===== src/rtl/wsq_pkg.sv =====
package wsq_pkg;

    localparam int LANES     = 4;
    localparam int LANE_IW   = $clog2(LANES);
    localparam int OE_GROUPS = 3;

    localparam logic [OE_GROUPS-1:0] OE_TO_SLAVE = 3'b100;

    typedef enum logic [1:0] {
        WID_8   = 2'b00,
        WID_16  = 2'b01,
        WID_32  = 2'b10,
        WID_RSV = 2'b11
    } wid_e;

    typedef enum logic [1:0] {
        K_NONE,
        K_SINGLE,
        K_SEQ
    } kind_e;

    typedef enum logic [1:0] {
        S_IDLE,
        S_ONE,
        S_SEQ,
        S_DONE
    } state_e;

    // Decoded request.
    typedef struct packed {
        kind_e            kind;
        logic             is_write;
        logic [1:0]       s_rank;
        logic [LANES-1:0] lmask;
        logic [LANES-1:0] umask;
        logic             cp_force;
    } plan_t;

    // Registered output vector.
    typedef struct packed {
        logic                 cyc;
        logic [LANE_IW-1:0]   lane;
        logic [LANES-1:0]     latch;
        logic [OE_GROUPS-1:0] oe;
        logic                 cp_en;
        logic                 cp_up;
        logic                 busy;
        logic                 done;
    } outv_t;

    function automatic logic [1:0] width_rank(input logic [1:0] code);
        case (code)
            WID_8:   return 2'd0;
            WID_16:  return 2'd1;
            default: return 2'd2;
        endcase
    endfunction

    function automatic logic [LANES-1:0] master_lanes(input logic [1:0] rank);
        case (rank)
            2'd0:    return 4'b0001;
            2'd1:    return 4'b0011;
            default: return 4'b1111;
        endcase
    endfunction

    function automatic logic [LANES-1:0] unit_lanes(input logic [1:0] rank,
                                                    input logic [LANE_IW-1:0] base);
        case (rank)
            2'd0:    return 4'b0001 << base;
            2'd1:    return 4'b0011 << base;
            default: return 4'b1111;
        endcase
    endfunction

    function automatic int unsigned count_units(input logic [LANES-1:0] m);
        int unsigned c;
        c = 0;
        for (int i = 0; i < LANES; i++) begin
            c += m[i] ? 1 : 0;
        end
        return c;
    endfunction

endpackage


===== src/rtl/wsq_decode.sv =====
module wsq_decode
    import wsq_pkg::*;
(
    input  logic             is_write,
    input  logic [1:0]       m_code,
    input  logic [1:0]       s_code,
    input  logic [LANES-1:0] be,
    output plan_t            plan
);
    logic [1:0]       m_rank;
    logic [1:0]       s_rank;
    logic [LANES-1:0] lm;
    logic [LANES-1:0] um;

    always_comb begin
        m_rank = width_rank(m_code);
        s_rank = width_rank(s_code);
        lm     = be & master_lanes(m_rank);
        case (s_rank)
            2'd0:    um = lm;
            2'd1:    um = {1'b0, |lm[3:2], 1'b0, |lm[1:0]};
            default: um = {3'b000, |lm};
        endcase

        plan.is_write = is_write;
        plan.s_rank   = s_rank;
        plan.lmask    = lm;
        plan.umask    = um;
        plan.cp_force = (m_rank < s_rank);
        if (lm == '0) begin
            plan.kind = K_NONE;
        end else if ((m_rank > s_rank) && (count_units(um) >= 2)) begin
            plan.kind = K_SEQ;
        end else begin
            plan.kind = K_SINGLE;
        end
    end
endmodule


===== src/rtl/wsq_pick.sv =====
module wsq_pick #(
    parameter  int N  = 4,
    localparam int IW = $clog2(N)
) (
    input  logic [N-1:0]  mask,
    output logic [IW-1:0] idx,
    output logic [N-1:0]  rest
);
    logic [N:0]   seen;
    logic [N-1:0] hot;

    assign seen[0] = 1'b0;

    generate
        for (genvar g = 0; g < N; g++) begin : g_scan
            assign seen[g+1] = seen[g] | mask[g];
            assign hot[g]    = mask[g] & ~seen[g];
        end
    endgenerate

    always_comb begin
        idx = '0;
        for (int i = 0; i < N; i++) begin
            if (hot[i]) begin
                idx = i[IW-1:0];
            end
        end
    end

    assign rest = mask & ~hot;
endmodule


===== src/rtl/wsq_drive.sv =====
module wsq_drive
    import wsq_pkg::*;
(
    input  plan_t                pl,
    input  logic [LANE_IW-1:0]   base,
    input  logic                 seq,
    input  logic                 first,
    input  logic                 last,
    output logic [LANES-1:0]     latch,
    output logic [OE_GROUPS-1:0] oe,
    output logic                 cp_en,
    output logic                 cp_up
);
    logic [LANES-1:0] ul;

    always_comb begin
        ul    = unit_lanes(pl.s_rank, base) & pl.lmask;
        latch = '0;
        oe    = '0;
        cp_en = 1'b0;
        cp_up = 1'b0;
        if (seq) begin
            cp_en = (base != '0);
            cp_up = cp_en & ~pl.is_write;
            if (pl.is_write) begin
                latch = first ? pl.lmask : '0;
                oe    = OE_TO_SLAVE;
            end else begin
                latch = ul;
                if (last) begin
                    oe = {1'b0, |pl.lmask[3:2], |pl.lmask[1:0]};
                end
            end
        end else if (pl.cp_force) begin
            cp_en = 1'b1;
            cp_up = pl.is_write;
        end else begin
            cp_en = (base != '0);
            cp_up = cp_en & ~pl.is_write;
        end
    end
endmodule


===== src/rtl/bus_width_seq.sv =====
module bus_width_seq
    import wsq_pkg::*;
(
    input  logic                 clk,
    input  logic                 rst,
    input  logic                 req_valid,
    input  logic                 req_write,
    input  logic [1:0]           req_mwidth,
    input  logic [1:0]           req_swidth,
    input  logic [LANES-1:0]     req_be,
    output logic                 slave_cyc,
    output logic [LANE_IW-1:0]   slave_lane,
    output logic [LANES-1:0]     latch_en,
    output logic [OE_GROUPS-1:0] oe_grp,
    output logic                 copy_en,
    output logic                 copy_up,
    output logic                 busy,
    output logic                 done
);
    state_e           st_q, st_d;
    plan_t            plan_q, plan_d, dec_plan, use_plan;
    logic [LANES-1:0] rem_q, rem_d, pick_src, pick_rest;
    outv_t            out_q, out_d;

    logic [LANE_IW-1:0]   pick_idx;
    logic                 seq_more;
    logic                 drv_seq;
    logic [LANES-1:0]     drv_latch;
    logic [OE_GROUPS-1:0] drv_oe;
    logic                 drv_cp_en;
    logic                 drv_cp_up;

    wsq_decode u_dec (
        .is_write (req_write),
        .m_code   (req_mwidth),
        .s_code   (req_swidth),
        .be       (req_be),
        .plan     (dec_plan)
    );

    assign seq_more = (st_q == S_SEQ) && (rem_q != '0);
    assign use_plan = seq_more ? plan_q : dec_plan;
    assign pick_src = seq_more ? rem_q : dec_plan.umask;
    assign drv_seq  = seq_more || (dec_plan.kind == K_SEQ);

    wsq_pick #(.N(LANES)) u_pick (
        .mask (pick_src),
        .idx  (pick_idx),
        .rest (pick_rest)
    );

    wsq_drive u_drv (
        .pl    (use_plan),
        .base  (pick_idx),
        .seq   (drv_seq),
        .first (!seq_more),
        .last  (pick_rest == '0),
        .latch (drv_latch),
        .oe    (drv_oe),
        .cp_en (drv_cp_en),
        .cp_up (drv_cp_up)
    );

    always_comb begin
        st_d   = S_IDLE;
        plan_d = plan_q;
        rem_d  = rem_q;
        out_d  = '0;
        if (st_q == S_SEQ) begin
            if (rem_q != '0) begin
                out_d.cyc   = 1'b1;
                out_d.lane  = pick_idx;
                out_d.latch = drv_latch;
                out_d.oe    = drv_oe;
                out_d.cp_en = drv_cp_en;
                out_d.cp_up = drv_cp_up;
                out_d.busy  = 1'b1;
                rem_d       = pick_rest;
                st_d        = S_SEQ;
            end else begin
                out_d.done = 1'b1;
                st_d       = S_DONE;
            end
        end else if (req_valid && (dec_plan.kind != K_NONE)) begin
            out_d.cyc   = 1'b1;
            out_d.lane  = pick_idx;
            out_d.latch = drv_latch;
            out_d.oe    = drv_oe;
            out_d.cp_en = drv_cp_en;
            out_d.cp_up = drv_cp_up;
            if (dec_plan.kind == K_SEQ) begin
                out_d.busy = 1'b1;
                plan_d     = dec_plan;
                rem_d      = pick_rest;
                st_d       = S_SEQ;
            end else begin
                st_d = S_ONE;
            end
        end
    end

    always_ff @(posedge clk) begin
        if (rst) begin
            st_q   <= S_IDLE;
            plan_q <= '0;
            rem_q  <= '0;
            out_q  <= '0;
        end else begin
            st_q   <= st_d;
            plan_q <= plan_d;
            rem_q  <= rem_d;
            out_q  <= out_d;
        end
    end

    assign slave_cyc  = out_q.cyc;
    assign slave_lane = out_q.lane;
    assign latch_en   = out_q.latch;
    assign oe_grp     = out_q.oe;
    assign copy_en    = out_q.cp_en;
    assign copy_up    = out_q.cp_up;
    assign busy       = out_q.busy;
    assign done       = out_q.done;
endmodule


===== config.mk =====
export PLATFORM = sky130hd
export DESIGN_NAME = bus_width_seq
export DESIGN_NICKNAME = d
export VERILOG_FILES = /design/src/rtl/wsq_pkg.sv /design/src/rtl/wsq_decode.sv /design/src/rtl/wsq_pick.sv /design/src/rtl/wsq_drive.sv /design/src/rtl/bus_width_seq.sv
export SDC_FILE = /design/constraint.sdc
export NUM_CORES = 1
export LEC_CHECK = 0
export ABC_AREA = 1
export CELL_PAD_IN_SITES_DETAIL_PLACEMENT = 2
export CELL_PAD_IN_SITES_GLOBAL_PLACEMENT = 2
export CORE_MARGIN = 1.5
export CORE_UTILIZATION = 27
export DETAILED_ROUTE_END_ITERATION = 12
export PLACE_DENSITY = 0.78
export SKIP_CTS_REPAIR_TIMING = 1
export SLEW_MARGIN = 5
export SYNTH_ARGS = -nofsm -noshare
export SYNTH_HDL_FRONTEND = slang
export SYNTH_HIERARCHICAL = 1
export SYNTH_SLANG_ARGS = --single-unit

===== constraint.sdc =====
create_clock -name clk -period 3.07 [get_ports clk]
set_input_delay 0.7675 -clock clk [delete_from_list [all_inputs] [get_ports clk]]
set_output_delay 0.7675 -clock clk [all_outputs]
set_load 0.01 [all_outputs]

---- After elaboration in Yosys (flattened, before gate mapping) ----
Cells that the tools add are included.
storage, ports and cells
  bits in registers ....................... 32
  input bits .............................. 12
  output and inout port bits .............. 14
  logic and storage cells ................. 109
cells by class
  $add $sub $neg .......................... 3
  magnitude comparators ................... 3
  eq/ne operators ......................... 8
  shift operators ......................... 2
  multiplexer cells ....................... 39
  bitwise gates (word level) .............. 15
  reductions and logical operators ........ 24
operators with widths
  operator                                                                              number
  32-bit adder                                                                          3
  13-bit 2-to-1 mux                                                                     3
  32-bit by 2-bit greater-or-equal comparator with 1-bit output, second input constant  1
  4-bit 2-to-1 mux                                                                      8
  4-bit one-hot mux with 2 select lines                                                 3
  2-bit 2-to-1 mux                                                                      8
  4-bit bitwise AND                                                                     3
  1-bit 2-to-1 mux                                                                      12
  12-bit 2-to-1 mux                                                                     1
  2-bit by 1-bit equality test with 1-bit output, second input constant                 5
  2-bit zero test                                                                       5
  2-bit OR reduction                                                                    5
  4-bit zero test                                                                       2
  2-bit one-hot mux with 2 select lines                                                 2
  2-bit nonzero test                                                                    4
  3-bit 2-to-1 mux                                                                      2
  3-bit AND reduction                                                                   2
  1-bit inverter                                                                        5
  1-bit bitwise AND                                                                     4
  2-bit equality test, second input constant                                            2
  4-bit inverter                                                                        1
  4-bit nonzero test                                                                    1
  4-bit OR reduction                                                                    1
  1-bit by 2-bit << shifter with 4-bit output, first input constant                     1
  7 further kinds                                                                       10

---- Longest topological paths before layout ----
Gate-level depths: netlist of the first run.
  depth after elaboration ................. 20
  gate-level depth with buffers ........... 19
  depth with buffers taken out ............ 19

---- Modules after synthesis ----
The synthesis of the first run kept the hierarchy.
by module, submodules not included
  module         times used  cells an instance  area each (um^2)  seq. area each (um^2)
  bus_width_seq  1           196                1447.6            680.7
  wsq_decode     1           43                 251.5             0.0
  wsq_drive      1           38                 157.7             0.0
  wsq_pick       1           12                 60.1              0.0

---- Least setup slack after synthesis of the first run ----
No wires, ideal clock.
  path kind ............................... input -> register
  start ................................... input port req_mwidth[0]
  end ..................................... register out_q, in the netlist latch_en[0]
  setup time .............................. 0.062 ns
  arrival time ............................ 2.893 ns
  required time ........................... 3.008 ns
  setup slack ............................. 0.115 ns
  stages .................................. 18
  buffers on the path ..................... 0
  path through ............................ o21a_2 > nor2_4 > nor2_2 > nor2_2 > fa_1 > inv_1 > nand2_2 > nand2_2 > nand2_1 > nor2_2 > inv_2 > o21ai_0 > o21ai_2 > inv_2 > nand2_1 > a21oi_1 > inv_1 > nor2_2
RTL lines
  what                  RTL line              text
  start, declared       bus_width_seq.sv:8    input logic [1:0] req_mwidth,
  end signal, assigned  bus_width_seq.sv:112  out_q <= out_d;
  end, declared         bus_width_seq.sv:23   outv_t out_q, out_d;

==> run_results.csv, run 1 <==
group,metric,value,unit
outcome,outcome,"completed",
clocking,clk_latency,0.27,ns
critical_path,crit_path_end_kind,"flip-flop",
finish,seq_area,561,um^2
timing,hold_slack,0.494,ns
critical_path,cp_data_arrival_time,3.10,ns
clocking,clock_sinks,28,
hold_path,hp-start,"plan_q[8]",
detailed_routing,route.detailed.vias_per_inst,4.51,
critical_path,r2r-start,"st_q[0]",
placed_design,routabilityCongestion,0.772,
finish,fill_cells,730,
global_route,grt_max_degree,19,
detailed_routing,drt-initial-drc-count,44,
detailed_routing,drt-total-wl,5160,um
detailed_routing,drc,0,
clocking,cts_buffers,3,
power_and_ir_drop,peakVddDrop,151,uV
timing,slew_violations,0,
detailed_routing,via_count,1693,
clocking,cts-root-buf,"clkbuf_8",
placed_design,dpl-instance-area,2100,um^2
yosys,ys_warn_count,6,
power_and_ir_drop,leakagePower,1.08,nW
global_route,antenna_found_initial,0,
floorplanning,dieArea,6690,um^2
yosys,netlist_area,1680,um^2
floorplanning,die_width,81.8,um
finish,fin_cells,375,
finish,drive_gt1_frac,0.303,
clocking,clock_path_buffers,2,
floorplanning,io_pins,26,
finish,antenna_cells,0,
critical_path,startpoint,"req_mwidth[1]",
global_route,grt_pass1_wl,8020,um
floorplanning,start_util,0.282,
critical_path,worstSetupPathType,"in -> reg",
floorplanning,core_region_area,5960,um^2
finish,multi_input_area,913,um^2
timing,finClkSkew,0.00176,ns
clocking,h-tree-depth,1,
job,max-cap-violations,0,
timing,fmaxAchievable,0.341,GHz
critical_path,start_kind,"input pin",
detailed_routing,first_pass_iters,4,
finish,fin_nets,317,
clocking,cts_tree,"done",
power_and_ir_drop,power_density,327,nW/um^2
critical_path,reg2regPathDepth,14,
global_route,grt_pass1_vias,1708,
global_route,track_usage,0.159,
global_route,grt_overflow,0,
power_and_ir_drop,power,750,uW
floorplanning,die_h,81.8,um
detailed_routing,post_drt_wl_per_cell,13.8,um
yosys,synth_cells,255,
clocking,clk_pin_slew_worst_paths,0.09,ns
yosys,syn_nets,270,
yosys,synth_area_per_cell,6.57,um^2
timing,setup_viol,0,
finish,fin_area,2290,um^2
timing,hold_viol,0,
placed_design,hpwl,3870,um
hold_path,hold_path_class,"reg -> reg",
detailed_routing,detail-route-antenna-nets,0,
placed_design,port_buffers,25,
finish,syn2layout_area_growth,36.9,%
critical_path,crit_fanout,9,
timing,final.period_utilization,0.954,
hold_path,whs_path_depth,2,
timing,fin_crit,2.93,ns
placed_design,dp_cells,365,
critical_path,worstPathRequired,3.24,ns
floorplanning,row_count,28,
-- cell type report --
cell class / count / share of cell area
multi-input combinational: 167 / 0.398
sequential: 28 / 0.244
inverter: 45 / 0.0747
clock buffer: 3 / 0.0180
timing repair buffer: 57 / 0.224
tap: 75 / 0.0409
-- metrics by stage --
stage	util	setup TNS, ns	setup slack [ns]
final	0.385	0	0.141
after global routing	0.385	-0.0644	-0.0244
after CTS	0.360	-2.61	-0.261
after detailed placement	0.353	-10.23	-0.539
after global placement	0.353	-6.80	-0.323
after floorplan	-	0	0.140
-- path summary, 6_finish.rpt --
check | end | slack [ns]
hold / removal | plan_q[8] | 0.49
hold reg to reg | plan_q[8] | 0.49
setup / recovery | plan_q[0] | 0.14
setup reg to reg | copy_up | 0.66
-- placed cells by master, fill, tap and decap left out, types with 2 or more instances in the layout --
cell,instances
nand3_1,15
nand2_4,2
a21oi_1,8
nor2_4,4
o21ai_1,14
nand2_1,40
clkinv_1,2
buf_4,31
clkdlybuf4s50_1,17
nand3_2,2
nor2_2,13
nand4_1,2
a21oi_2,4
nand2_2,14
inv_1,32
dfxtp_1,28
clkbuf_8,3
o21ai_2,4
inv_2,10
ha_1,2
nor2_1,35
dlymetal6s2s_1,8
-- sequential cells by signal (all words and copies together) (netlist names) --
signal,cells
busy,1
copy_en,1
copy_up,1
done,1
latch_en,4
oe_grp,3
plan_q,8
rem_q,4
slave_cyc,1
slave_lane,2
st_q,2
-- critical path, stage by stage --
cell            delay [ns]
dlymetal6s2s_1        0.19
o21a_4                0.26
nor2_4                0.12
nor2_2                0.05
nor2_2                0.12
fa_1                  0.43
inv_1                 0.08
nand2_2               0.05
nand2_2               0.07
a21oi_2               0.07
buf_4                 0.16
nor2_4                0.17
nand3_2               0.26
o21ai_1               0.24
nor2_1                0.06
-- per-layer routing --
layer	GRT usage	vias up	share of wire
li1	-	856	-
met1	0.192	809	0.44
met2	0.292	26	0.54
met3	0.0133	2	0.015
met4	0.0508	0	0.0064
met5	0	-	0
-- report_power, final --
| part | switching (mW) | internal [mW] |
|---|---|---|
| combinational | 0.0994 | 0.0786 |
| clock | 0.113 | 0.0881 |
| sequential | 0.00211 | 0.369 |
Note: power is estimated with default switching activity, not from simulation.
==> run 2, diff against run 1 <==
- PLACE_DENSITY: 0.78 -> 0.83
==> run_results.csv, run 2 (same netlist as run 1, synthesis figures left out) <==
group,metric,value,unit
floorplanning,row_count,28,
floorplanning,io_pins,26,
timing,final.period_utilization,0.964,
power_and_ir_drop,pwr-share-seq,0.474,
critical_path,cp_data_arrival_time,3.18,ns
detailed_routing,drt-initial-drc-count,39,
global_route,gr-usage-met1,0.203,
critical_path,crit_path_end_kind,"flip-flop",
global_route,track_usage,0.164,
clocking,clock_path_buffers,2,
clocking,clock_sinks,28,
global_route,grt_max_degree,20,
power_and_ir_drop,power_density,338,nW/um^2
timing,slew_violations,0,
floorplanning,core_region_area,5960,um^2
power_and_ir_drop,combPwrFrac,0.225,
floorplanning,die_width,81.8,um
detailed_routing,detail-route-antenna-nets,0,
global_route,grt_pass1_vias,1770,
finish,fin_nets,316,
placed_design,port_buffers,25,
global_route,grt_overflow,0,
global_route,met2_usage,0.304,
detailed_routing,drt-total-wl,5660,um
critical_path,start_kind,"input pin",
floorplanning,die_h,81.8,um
detailed_routing,route.detailed.vias_per_inst,4.59,
finish,antenna_cells,0,
placed_design,dpl-instance-area,2110,um^2
power_and_ir_drop,p_int,559,uW
timing,hold_viol,0,
outcome,outcome,"completed",
hold_path,hold_path_class,"reg -> reg",
power_and_ir_drop,power,783,uW
detailed_routing,via_count,1722,
detailed_routing,drc,0,
floorplanning,dieArea,6690,um^2
finish,final_cell_mix,"nand2_1 (41), nor2_1 (34), inv_1 (31), buf_4 (29), dfxtp_1 (28)",
finish,drive_gt1_frac,0.303,
detailed_routing,first_pass_iters,4,
clocking,cts-root-buf,"clkbuf_8",
global_route,grt_use_met3,0.0167,
timing,setup_viol,0,
timing,fin_ws,0.111,ns
critical_path,worstPathRequired,3.29,ns
timing,fin_crit,2.96,ns
power_and_ir_drop,clkPwrFrac,0.301,
clocking,cts_tree,"done",
detailed_routing,post_drt_wl_per_cell,15.1,um
global_route,grt-busiest-layer,"met2",
timing,fin_setup_tns,0,ns
timing,finClkSkew,0.00676,ns
critical_path,worstSetupPathType,"in -> reg",
clocking,clk_pin_slew_worst_paths,0.10,ns
timing,fmaxAchievable,0.338,GHz
finish,syn2layout_area_growth,38.1,%
placed_design,hpwl,3870,um
finish,largest_register_ffs,8,
power_and_ir_drop,leakagePower,1.07,nW
power_and_ir_drop,peakVddDrop,150,uV
clocking,cts_buffers,3,
floorplanning,start_util,0.282,
power_and_ir_drop,swShare,0.287,
clocking,h-tree-depth,1,
critical_path,crit_fanout,4,
global_route,grt_pass1_wl,8360,um
finish,final_common_cell,"nand2_1",
job,max-cap-violations,0,
placed_design,routabilityCongestion,0.828,
clocking,clk_latency,0.28,ns
finish,max_flop_register,"plan_q",
finish,utilization,0.389,
global_route,antenna_found_initial,0,
power_and_ir_drop,switchingPower,225,uW
critical_path,r2r_slack,0.68,ns
placed_design,detailedPlace.worstSlack,-0.502,ns
finish,fin_area,2310,um^2
[run 2: power groups by stage]
stage / logic (mW) / registers, mW / clock network [mW]
6_report: 0.176 / 0.371 / 0.236
5_1_grt: 0.195 / 0.372 / 0.258
4_1_cts: 0.158 / 0.371 / 0.244
3_5_place_dp: 0.157 / 0.380 / 0
3_3_place_gp: 0.149 / 0.379 / 0
2_1_floorplan: 0.0876 / 0.381 / 0
[run 2: final timing paths]
kind / from / end / cells after the start
worst min register to register: plan_q[5] / plan_q[5] / 2
worst max-delay path: req_mwidth[1] / latch_en[0] / 20
worst max register to register: st_q[0] / copy_up / 14
worst min-delay path: plan_q[5] / plan_q[5] / 2
[run 2: area by class of cell]
type | count | area, um^2
fillers | 733 | 3640
multi-input cells | 168 | 935
flip-flops and latches | 28 | 561
repair buffers | 55 | 499
inverters | 45 | 171
well taps | 75 | 93.8
clock buffers | 4 | 55.1
[run 2: layer usage]
layer / part of all wire / vias to the layer above / wire (um)
met3: 0.021 / 4 / 121
met5: 0 / - / 0
met1: 0.43 / 823 / 2420
met2: 0.54 / 31 / 3050
li1: - / 864 / -
met4: 0.013 / 0 / 72
[run 2: worst max-delay path, cell delays in order]
cell	delay, ns
dlymetal6s2s_1	0.18
o21a_4	0.27
nor2_4	0.12
nor2_2	0.05
nor2_2	0.13
fa_1	0.43
inv_1	0.09
nand2_2	0.06
nand2_2	0.07
nand2_2	0.07
nor2_4	0.12
inv_2	0.06
o21ai_2	0.15
buf_6	0.12
o21ai_2	0.06
inv_2	0.08
nand2_1	0.05
a21oi_1	0.13
inv_1	0.06
nor2_2	0.09
[run 2: per-stage QoR]
stage	hold WS [ns]	cells
global placement	0.465	366
finish	0.497	375
floorplan	0.454	255
CTS	0.502	370
detailed placement	0.478	366
global route	0.544	375
==> run 3, diff against run 2 <==
- CAP_MARGIN: not set -> 25
- RECOVER_POWER: not set -> 100
==> run_results.csv, run 3 (same netlist as run 1, synthesis figures left out) <==
group,metric,value,unit
outcome,outcome,"completed",
detailed_routing,drc,0,
placed_design,hpwl,3870,um
timing,final.period_utilization,0.963,
critical_path,start_kind,"input pin",
timing,max_slew.worst_pin.slew,0.582,ns
clocking,clock_path_buffers,2,
critical_path,cp_data_arrival_time,3.17,ns
detailed_routing,post_drt_wl_per_cell,15.1,um
clocking,cts_tree,"done",
clocking,cts_buffers,3,
power_and_ir_drop,leakagePower,1.10,nW
finish,syn2layout_area_growth,36.9,%
finish,utilization,0.385,
global_route,grt_max_degree,20,
floorplanning,io_pins,26,
timing,hold_viol,0,
hold_path,hold_path_class,"reg -> reg",
timing,fmaxAchievable,0.338,GHz
finish,fin_cells,375,
critical_path,crit_path_end_kind,"flip-flop",
detailed_routing,first_pass_iters,4,
placed_design,port_buffers,25,
clocking,clock_sinks,28,
finish,final_cell_mix,"nand2_1 (41), nor2_1 (35), inv_1 (32), dfxtp_1 (28), buf_4 (28)",
timing,slew_violations,0,
finish,max_flop_register,"plan_q",
timing,finClkSkew,0.00573,ns
floorplanning,die_width,81.8,um
detailed_routing,drt-total-wl,5670,um
critical_path,crit_fanout,4,
job,max-cap-violations,0,
floorplanning,core_region_area,5960,um^2
floorplanning,dieArea,6690,um^2
global_route,grt_overflow,0,
placed_design,dp_cells,366,
power_and_ir_drop,power_density,340,nW/um^2
power_and_ir_drop,power,781,uW
clocking,h-tree-depth,1,
clocking,clk_latency,0.28,ns
detailed_routing,drt-initial-drc-count,29,
finish,final_common_cell,"nand2_1",
detailed_routing,detail-route-antenna-nets,0,
clocking,cts-root-buf,"clkbuf_8",
global_route,grt_pass1_vias,1770,
detailed_routing,via_count,1728,
placed_design,routabilityCongestion,0.828,
power_and_ir_drop,peakVddDrop,151,uV
finish,fin_nets,316,
finish,largest_register_ffs,8,
critical_path,worstPathRequired,3.29,ns
finish,fill_cells,736,
timing,setup_viol,0,
floorplanning,die_h,81.8,um
global_route,antenna_found_initial,0,
global_route,track_usage,0.164,
finish,antenna_cells,0,
floorplanning,start_util,0.282,
timing,maxSlewHeadroom,0.611,
floorplanning,row_count,28,
clocking,clk_pin_slew_worst_paths,0.10,ns
finish,drive_gt1_frac,0.293,
critical_path,worstSetupPathType,"in -> reg",
timing,fin_crit,2.96,ns
detailed_routing,route.detailed.vias_per_inst,4.61,
global_route,grt_pass1_wl,8360,um
-- run 3: metal layers --
metal	vias to the layer above	share of wire	track usage
li1	863	-	-
met1	830	0.43	0.203
met2	29	0.54	0.304
met3	6	0.018	0.0167
met4	0	0.014	0.0356
met5	-	0	0
-- run 3: path summary, 6_finish.rpt --
| check | startpoint | endpoint | slack (ns) | cells past startpoint |
|---|---|---|---|---|
| setup reg to reg | st_q[0] | copy_up | 0.64 | 14 |
| setup / recovery | req_mwidth[1] | latch_en[0] | 0.11 | 20 |
| hold reg to reg | plan_q[5] | plan_q[5] | 0.50 | 2 |
| hold / removal | plan_q[5] | plan_q[5] | 0.50 | 2 |
-- run 3: layout make-up --
| cell class | count | area (um^2) | share of cell area |
|---|---|---|---|
| Clock buffer | 4 | 55.1 | 0.0240 |
| Inverter | 45 | 171 | 0.0747 |
| Multi-Input combinational cell | 168 | 927 | 0.404 |
| Sequential cell | 28 | 561 | 0.244 |
| Tap cell | 75 | 93.8 | 0.0409 |
| Timing Repair Buffer | 55 | 487 | 0.212 |
-- run 3: stage by stage --
step	worst slack (ns)	cell area [um^2]	hold WS, ns	setup TNS (ns)
2_1_floorplan	0.140	1680	0.454	0
3_3_place_gp	-0.339	2110	0.465	-7.31
3_5_place_dp	-0.502	2110	0.478	-10.82
4_1_cts	-0.197	2170	0.502	-3.12
5_1_grt	-0.0349	2290	0.544	-0.168
6_report	0.114	2290	0.497	0
-- run 3: critical path: stages --
cell and delay, ns:
dlymetal6s2s_1 0.18, o21a_4 0.27, nor2_4 0.12, nor2_2 0.05, nor2_2 0.13, fa_1 0.43
inv_1 0.09, nand2_2 0.06, nand2_2 0.07, nand2_2 0.06, nor2_4 0.12, inv_2 0.06
o21ai_2 0.15, buf_6 0.12, o21ai_2 0.06, inv_2 0.08, nand2_1 0.05, a21oi_1 0.13
inv_1 0.06, nor2_2 0.09
-- run 3: report_power, final --
group          internal (mW)  leakage [nW]  switching, mW
combinational         0.0719         0.845          0.101
clock                  0.115        0.0288          0.122
sequential             0.369         0.226        0.00204
total                  0.556          1.10          0.225
